[src/rtl/bha_pkg.sv]
// Package: shared owner encoding and the fixed priority choice.
// Assumes: three requesters only; the outside master ranks highest.
package bha_pkg;

    typedef enum logic [1:0] {
        OWN_CPU = 2'd0,
        OWN_DMA = 2'd1,
        OWN_EXT = 2'd2
    } owner_e;

    localparam int NUM_OWNERS = 3;

    // Fixed priority: outside master, then DMA, then CPU.
    function automatic owner_e pick_owner(input logic ext_req, input logic dma_req);
        owner_e o;
        if (ext_req)      o = OWN_EXT;
        else if (dma_req) o = OWN_DMA;
        else              o = OWN_CPU;
        return o;
    endfunction

    // One-hot grant vector: bit 0 CPU, bit 1 DMA, bit 2 outside master.
    function automatic logic [NUM_OWNERS-1:0] owner_onehot(input owner_e o);
        logic [NUM_OWNERS-1:0] v;
        v = '0;
        v[o] = 1'b1;
        return v;
    endfunction

endpackage

[src/rtl/bha_sync.sv]
// Module: multi-flop synchronizer for the asynchronous active-low hold request.
// Produces an active-high synchronized request.
// Assumes: the input may change at any time; STAGES >= 2.
module bha_sync #(
    parameter int STAGES = 2
) (
    input  logic clk,
    input  logic rst_n,
    input  logic async_n_i,
    output logic req_o
);
    logic [STAGES-1:0] chain_q;

    // Shift the raw pin through the chain; reset to released (high).
    always_ff @(posedge clk) begin
        if (!rst_n) chain_q <= '1;
        else        chain_q <= {chain_q[STAGES-2:0], async_n_i};
    end

    assign req_o = ~chain_q[STAGES-1];

endmodule

[src/rtl/bha_select.sv]
// Module: owner register with boundary-gated update and registered one-hot grants.
// Assumes: bus_busy_i is synchronous and high for every cycle of an access.
module bha_select
    import bha_pkg::*;
(
    input  logic                  clk,
    input  logic                  rst_n,
    input  logic                  ext_req_i,
    input  logic                  dma_req_i,
    input  logic                  bus_busy_i,
    output owner_e                owner_nxt_o,
    output logic [NUM_OWNERS-1:0] grant_o
);
    owner_e owner_q;

    // Next owner: hold the current one mid-access, else choose by priority.
    always_comb begin
        if (bus_busy_i) owner_nxt_o = owner_q;
        else            owner_nxt_o = pick_owner(ext_req_i, dma_req_i);
    end

    // Owner state and its one-hot grant outputs.
    always_ff @(posedge clk) begin
        if (!rst_n) begin
            owner_q <= OWN_CPU;
            grant_o <= owner_onehot(OWN_CPU);
        end else begin
            owner_q <= owner_nxt_o;
            grant_o <= owner_onehot(owner_nxt_o);
        end
    end


    one_grant_chk: assert property (@(posedge clk) disable iff (!rst_n)
        $onehot(grant_o));


    busy_freeze_chk: assert property (@(posedge clk) disable iff (!rst_n)
        bus_busy_i |=> $stable(grant_o));

endmodule

[src/rtl/bha_pins.sv]
// Module: registered pad-enable, acknowledge and watchdog-pause outputs.
// All are released while the outside master owns the bus.
// Assumes: owner_nxt_i is the owner for the coming cycle.
module bha_pins
    import bha_pkg::*;
#(
    parameter int CS_W       = 4,
    parameter int DATA_LANES = 2
) (
    input  logic                  clk,
    input  logic                  rst_n,
    input  owner_e                owner_nxt_i,
    output logic                  hold_ack_n_o,
    output logic                  addr_oe_o,
    output logic [DATA_LANES-1:0] data_oe_o,
    output logic                  strobe_oe_o,
    output logic [CS_W-1:0]       cs_oe_o,
    output logic                  bhe_oe_o,
    output logic                  wdt_pause_o
);
    logic drive_nxt;

    // Pads are driven by the chip unless the outside master is taking over.
    always_comb drive_nxt = (owner_nxt_i != OWN_EXT);

    // Control outputs: acknowledge, watchdog pause and single-bit enables.
    always_ff @(posedge clk) begin
        if (!rst_n) begin
            hold_ack_n_o <= 1'b1;
            wdt_pause_o  <= 1'b0;
            addr_oe_o    <= 1'b1;
            strobe_oe_o  <= 1'b1;
            bhe_oe_o     <= 1'b1;
        end else begin
            hold_ack_n_o <= drive_nxt;
            wdt_pause_o  <= ~drive_nxt;
            addr_oe_o    <= drive_nxt;
            strobe_oe_o  <= drive_nxt;
            bhe_oe_o     <= drive_nxt;
        end
    end

    for (genvar l = 0; l < DATA_LANES; l++) begin : g_lane
        // One enable flop per data byte lane.
        always_ff @(posedge clk) begin
            if (!rst_n) data_oe_o[l] <= 1'b1;
            else        data_oe_o[l] <= drive_nxt;
        end
    end

    for (genvar c = 0; c < CS_W; c++) begin : g_cs
        // One enable flop per chip-select pad.
        always_ff @(posedge clk) begin
            if (!rst_n) cs_oe_o[c] <= 1'b1;
            else        cs_oe_o[c] <= drive_nxt;
        end
    end


    wdt_ack_chk: assert property (@(posedge clk) disable iff (!rst_n)
        wdt_pause_o == ~hold_ack_n_o);

endmodule

[src/rtl/bus_hold_arbiter.sv]
// Module: top of the bus ownership arbiter (outside hold > DMA > CPU).
// Ownership changes only at idle bus edges. Pads float during hold.
// Assumes: bus_busy_i comes from the bus cycle engine in this clock domain.
module bus_hold_arbiter
    import bha_pkg::*;
#(
    parameter int SYNC_STAGES = 2,
    parameter int CS_W        = 4,
    parameter int DATA_LANES  = 2
) (
    input  logic                  clk,
    input  logic                  rst_n,
    input  logic                  hold_req_n_i,
    input  logic                  dma_req_i,
    input  logic                  bus_busy_i,
    output logic                  grant_cpu_o,
    output logic                  grant_dma_o,
    output logic                  grant_ext_o,
    output logic                  hold_ack_n_o,
    output logic                  addr_oe_o,
    output logic [DATA_LANES-1:0] data_oe_o,
    output logic                  strobe_oe_o,
    output logic [CS_W-1:0]       cs_oe_o,
    output logic                  bhe_oe_o,
    output logic                  wdt_pause_o
);
    logic                  ext_req;
    owner_e                owner_nxt;
    logic [NUM_OWNERS-1:0] grant;

    bha_sync #(.STAGES(SYNC_STAGES)) u_sync (
        .clk       (clk),
        .rst_n     (rst_n),
        .async_n_i (hold_req_n_i),
        .req_o     (ext_req)
    );

    bha_select u_select (
        .clk         (clk),
        .rst_n       (rst_n),
        .ext_req_i   (ext_req),
        .dma_req_i   (dma_req_i),
        .bus_busy_i  (bus_busy_i),
        .owner_nxt_o (owner_nxt),
        .grant_o     (grant)
    );

    bha_pins #(.CS_W(CS_W), .DATA_LANES(DATA_LANES)) u_pins (
        .clk          (clk),
        .rst_n        (rst_n),
        .owner_nxt_i  (owner_nxt),
        .hold_ack_n_o (hold_ack_n_o),
        .addr_oe_o    (addr_oe_o),
        .data_oe_o    (data_oe_o),
        .strobe_oe_o  (strobe_oe_o),
        .cs_oe_o      (cs_oe_o),
        .bhe_oe_o     (bhe_oe_o),
        .wdt_pause_o  (wdt_pause_o)
    );

    assign grant_cpu_o = grant[OWN_CPU];
    assign grant_dma_o = grant[OWN_DMA];
    assign grant_ext_o = grant[OWN_EXT];


    ack_grant_chk: assert property (@(posedge clk) disable iff (!rst_n)
        hold_ack_n_o == ~grant_ext_o);


    pads_float_chk: assert property (@(posedge clk) disable iff (!rst_n)
        grant_ext_o |-> !(addr_oe_o | strobe_oe_o | bhe_oe_o | (|data_oe_o) | (|cs_oe_o)));


    ext_wins_chk: assert property (@(posedge clk) disable iff (!rst_n)
        (!bus_busy_i && ext_req) |=> grant_ext_o);


    dma_next_chk: assert property (@(posedge clk) disable iff (!rst_n)
        (!bus_busy_i && !ext_req && dma_req_i) |=> grant_dma_o);

endmodule

[config.mk]
export PLATFORM = sky130hd
export DESIGN_NAME = bus_hold_arbiter
export DESIGN_NICKNAME = d
export VERILOG_FILES = /design/src/rtl/bha_pkg.sv /design/src/rtl/bha_sync.sv /design/src/rtl/bha_select.sv /design/src/rtl/bha_pins.sv /design/src/rtl/bus_hold_arbiter.sv
export SDC_FILE = /design/constraint.sdc
export NUM_CORES = 1
export LEC_CHECK = 0
export BUFFER_PORTS_ARGS = -buffer_cell sky130_fd_sc_hd__buf_2
export CORE_AREA = 2 2 39 41
export CTS_CLUSTER_DIAMETER = 30
export DETAILED_ROUTE_END_ITERATION = 10
export DIE_AREA = 0 0 41 43
export GPL_ROUTABILITY_DRIVEN = 0
export GPL_TIMING_DRIVEN = 0
export SETUP_SLACK_MARGIN = 0.3
export SYNTH_ARGS = -nofsm -noshare
export SYNTH_HDL_FRONTEND = slang
export SYNTH_SLANG_ARGS = --single-unit
[constraint.sdc]
create_clock -name clk -period 2.3 [get_ports clk]
set_input_delay 0.23 -clock clk [delete_from_list [all_inputs] [get_ports clk]]
set_output_delay 0.23 -clock clk [all_outputs]
set_load 0.03 [all_outputs]
== Word-level counts from Yosys, hierarchy flattened ==
Index checks and enable logic that the tools add are counted.
Storage, ports and cells
  bits of input ports: 5
  word-level logic and storage cells: 15
  output and inout port bits: 14
  register bits: 9
Cells by class
  magnitude comparators: 2
  reductions and logical operators: 1
  equal/unequal tests: 1
  bitwise logic cells: 1
  muxes and demuxes: 5
Operator list (number)
  $mux W2: 2
  $lt A2 B3 Y1 const B: 1
  $demux W1 S2: 1
  $ge A2 B1 Y1 const B: 1
  $mux W1: 2
  $ne A2 B2 Y1 const B: 1
  $logic_and A1 B1 Y1: 1
  $not A1 Y1: 1

== Logic depth before layout (Yosys ltp) ==
  depth after elaboration: 7
  gate-level depth with buffers: 3
  depth with buffers taken out: 2

== Cells and area by module ==
A second synthesis with hierarchy kept.
Second synthesis, totals
  cell total of the unflattened synthesis: 37
  area total of the unflattened synthesis: 382.9 µm²
By module, submodules not included
  bha_select: cells each 19, seq. area each 100.1 µm², area each 202.7 µm², times used 1
  bha_pins: cells each 13, seq. area each 40.0 µm², area each 123.9 µm², times used 1
  bha_sync: cells each 5, seq. area each 40.0 µm², area each 56.3 µm², times used 1

== Least setup slack after synthesis ==
Ideal clock, no wire load.
  kind: register to output
  start point: reg, netlist name u_pins.cs_oe_o[0]
  end point: out bhe_oe_o
  cell stages (with the launch flop): 2
  arrival: 0.857 ns
  slack: 1.213 ns
  path through: dfxtp_1 buf_4
RTL lines
  end, declared: RTL line bus_hold_arbiter.sv:24  | output logic bhe_oe_o,

==> impl_table.tex <==
\begin{tabular}{lr}
\hline
Metric & Value \\
\hline
\multicolumn{2}{l}{\textbf{Placed design}} \\
Placed standard-cell area & between 400 and 500 µm² \\
Port buffer count & 17 \\
Final HPWL DP & about 430 µm \\
Number of placed instances, taps included & 68 \\
\multicolumn{2}{l}{\textbf{CTS}} \\
CTS Sinks & 8 \\
Library cell used as clock root buffer & sky130\_fd\_sc\_hd\_\_clkbuf\_4 \\
Hold buffer count at CTS & 0 \\
Clock H-tree levels & 1 \\
Setup repair bufs after CTS & 0 \\
CTS tree & yes \\
Insertion delay of the later-clocked pin in the worst-skew pair & 0.24 ns \\
Clock-pin slew of the registers on the worst-case setup and hold paths & approximately 0.050 ns \\
Number of gates resized after CTS & 0 \\
Number of buffers added by the clock tree synthesis step & 3 \\
Buffers from clock root to sink, at most & 2 \\
\multicolumn{2}{l}{\textbf{Global routing}} \\
Number of antenna violations at the first check in global routing & 0 \\
Vias in the first global route & 204 \\
Overall global routing resource usage & $\sim$6.8\% \\
Maximum number of pins on one net before global-route repair & 11 \\
Aggregate global routing overflow & 0 \\
First-pass GRT wire length & 759 µm \\
\multicolumn{2}{l}{\textbf{Drt}} \\
Routed wire length per instance & around 7.7 µm \\
Met1 Routed Length & 243 µm \\
First-pass iteration count of the detailed router & 1 \\
Vias & 280 \\
Drt first-iter violations & 0 \\
Total wirelength of the detailed-routed design & 546 µm \\
Average vias per placed instance & 3.94 \\
Antenna Nets Post-Route & 0 \\
Max Used Layer & met3 \\
DRC Markers & 0 \\
Met3 routed WL & 92 µm \\
Sum of met2 wire segment lengths after detailed routing & 209 µm \\
\multicolumn{2}{l}{\textbf{Pwr}} \\
Combinational share of power & 14.0\% \\
Sw Ratio & about a quarter \\
Switching component of the power & 0.0000690 W \\
Relative contribution of sequential cells to total power & 51.3\% \\
Internal power consumption & 0.000221 W \\
Maximum vdd ir drop & 192 µV \\
Clock network fraction of design power & 34.7\% \\
Pwr dens & roughly 610 nW/µm² \\
Static Leakage & 0.230 nW \\
\multicolumn{2}{l}{\textbf{Yosys}} \\
Distinct cell type count after synthesis & 15 \\
Net count after synthesis & 40 \\
Post-Syn Instances & 35 \\
Count of state elements after synthesis & 8 \\
Synthesized area per cell & a little under 10 µm² \\
Synth warn & 0 \\
Combined area of all synthesized cells & 345 µm² \\
Part of the Yosys area used for sequential elements & between 40 and 50\% \\
\multicolumn{2}{l}{\textbf{Finish}} \\
Net count of the finished layout & between 60 and 70 \\
Sequential cell area & about 160 µm² \\
Multi-input gate area in the final layout & 101 µm² \\
Design Area, Final & 473 µm² \\
Fin cells & 71 \\
Fraction of final layout cells sized beyond drive strength 1 & about three fifths \\
Layout area overhead & 37.0\% \\
Total of fill cells in the finished design & 151 \\
Diodes inserted & 0 \\
\multicolumn{2}{l}{\textbf{Timing}} \\
Setup repair after global routing missed its margin & false \\
Number of failing setup endpoints in the final timing report & 0 \\
Final Max Tran Viols & 0 \\
Count of endpoints failing hold in the final timing report & 0 \\
Share of the cycle needed by the critical path after routing & between 50\% and 60\% \\
Minimum clock period after layout & 1.28 ns \\
Timing-limited maximum frequency & 780 MHz \\
Slew at the pin closest to its max-slew limit & between 0.2 and 0.3 ns \\
Setup Skew & $\sim$0.0028 ns \\
WHS & around 0.17 ns \\
Setup total negative slack & 0 ns \\
Relative slew slack & 81.6\% \\
\multicolumn{2}{l}{\textbf{Die}} \\
Num rows & 14 \\
Die Footprint & 1760 µm² \\
X dimension of the die & around 41 µm \\
Initial core utilization & 25.0\% \\
Core area & 1380 µm² \\
Number of I/O pins & 19 \\
Die span in y & roughly 43 µm \\
\multicolumn{2}{l}{\textbf{Setup path}} \\
Crit start category & register \\
Arr. time, crit path & 1.05 ns \\
Category of the most critical setup path & reg2out \\
Capturing element type of the critical path & primary output \\
Highest fanout seen on the critical path & 10 \\
Data required time at the worst endpoint & between 2 and 2.5 ns \\
\multicolumn{2}{l}{\textbf{Worst hold path}} \\
Type of the most critical hold path & in2reg \\
\multicolumn{2}{l}{\textbf{Status}} \\
Run status & finished, final reports clean \\
\multicolumn{2}{l}{\textbf{Job}} \\
Max\_cap viols & 0 \\
\hline
\end{tabular}
==> worst max-delay path, stage by stage, from the launching register on <==
cell and delay [ns]:
sky130_fd_sc_hd__dfxtp_1 0.47, sky130_fd_sc_hd__buf_4 0.16, sky130_fd_sc_hd__buf_2 0.18
==> sequential cells by signal (all words and copies together), names as in the netlist <==
| name | cells |
|---|---|
| u_pins.cs_oe_o | 1 |
| u_select.grant_o | 3 |
| u_select.owner_q | 2 |
| u_sync.chain_q | 2 |
==> worst paths after layout <==
check	slack (ns)	from	depth (start not counted)	to
setup reg to reg	1.42	u_sync.chain_q[1]	2	u_select.grant_o[0]
hold / removal	0.17	hold_req_n_i	2	u_sync.chain_q[0]
hold reg to reg	0.40	u_sync.chain_q[0]	1	u_sync.chain_q[1]
setup / recovery	1.02	u_pins.cs_oe_o[0]	2	bhe_oe_o
==> power by group through the flow <==
stage	clock network [W]	logic, W	registers (W)
finish	0.000101	0.0000407	0.000149
global route	0.000118	0.0000441	0.000149
CTS	0.000107	0.0000410	0.000148
detailed placement	0	0.0000410	0.000151
global placement	0	0.0000408	0.000151
floorplan	0	0.0000230	0.000157
==> cells in the mapped netlist <==
cell type                  instances  share of area (%)
sky130_fd_sc_hd__nand4b_1          2                5.1
sky130_fd_sc_hd__nand2b_1          2                3.6
sky130_fd_sc_hd__nand2_1           2                2.2
sky130_fd_sc_hd__nand3_1           1                1.4
sky130_fd_sc_hd__o21ai_0           1                1.4
sky130_fd_sc_hd__o311ai_1          1                2.5
sky130_fd_sc_hd__inv_1             1                1.1
sky130_fd_sc_hd__nor2_1            1                1.1
sky130_fd_sc_hd__and2_2            1                2.2
sky130_fd_sc_hd__buf_4            10                 22
sky130_fd_sc_hd__clkbuf_2          1                1.4
sky130_fd_sc_hd__or3b_1            1                2.5
sky130_fd_sc_hd__and3b_2           1                2.9
sky130_fd_sc_hd__dfxtp_1           8                 46
sky130_fd_sc_hd__o21a_1            2                4.3
==> logic make-up (layout without fill, tap and decap cells) <==
logic type	after synthesis	count (layout)	synth area share [%]
simple gates	11	11	21.0
flops	8	8	46.4
buf+inv	12	32	24.3
compound gates	4	4	8.33
==> layout make-up <==
cell class / instances / share of cell area (%)
Clock buffer: 3 / 4.76
Timing Repair Buffer: 17 / 18.0
Tap cell: 16 / 4.23
Buffer: 11 / 16.9
Multi-Input combinational cell: 15 / 21.4
Inverter: 1 / 0.794
Sequential cell: 8 / 33.9
==> placed cells by master, fill, tap and decap left out, types with 2 or more instances in the layout <==
cell                        n
sky130_fd_sc_hd__nand2_1    2
sky130_fd_sc_hd__dfxtp_1    8
sky130_fd_sc_hd__nand2b_1   2
sky130_fd_sc_hd__nand4b_1   2
sky130_fd_sc_hd__o21a_1     2
sky130_fd_sc_hd__buf_4     10
sky130_fd_sc_hd__buf_2     17
sky130_fd_sc_hd__clkbuf_4   3
==> metal layers <==
layer	GRT usage, %	vias to the layer above
met3	3.14	0
met4	8.00	0
met2	8.75	19
met5	0	-
met1	7.12	112
li1	-	149
==> metrics by stage <==
stage          utilization, %  worst slack (ns)  total power (W)
2_1_floorplan               -              1.21         0.000180
3_3_place_gp             32.5              1.28         0.000192
3_5_place_dp             32.5              1.26         0.000192
4_1_cts                  34.2             0.991         0.000296
5_1_grt                  34.2             0.924         0.000311
6_report                 34.2              1.02         0.000290
Power figures use the tool's default switching activity.
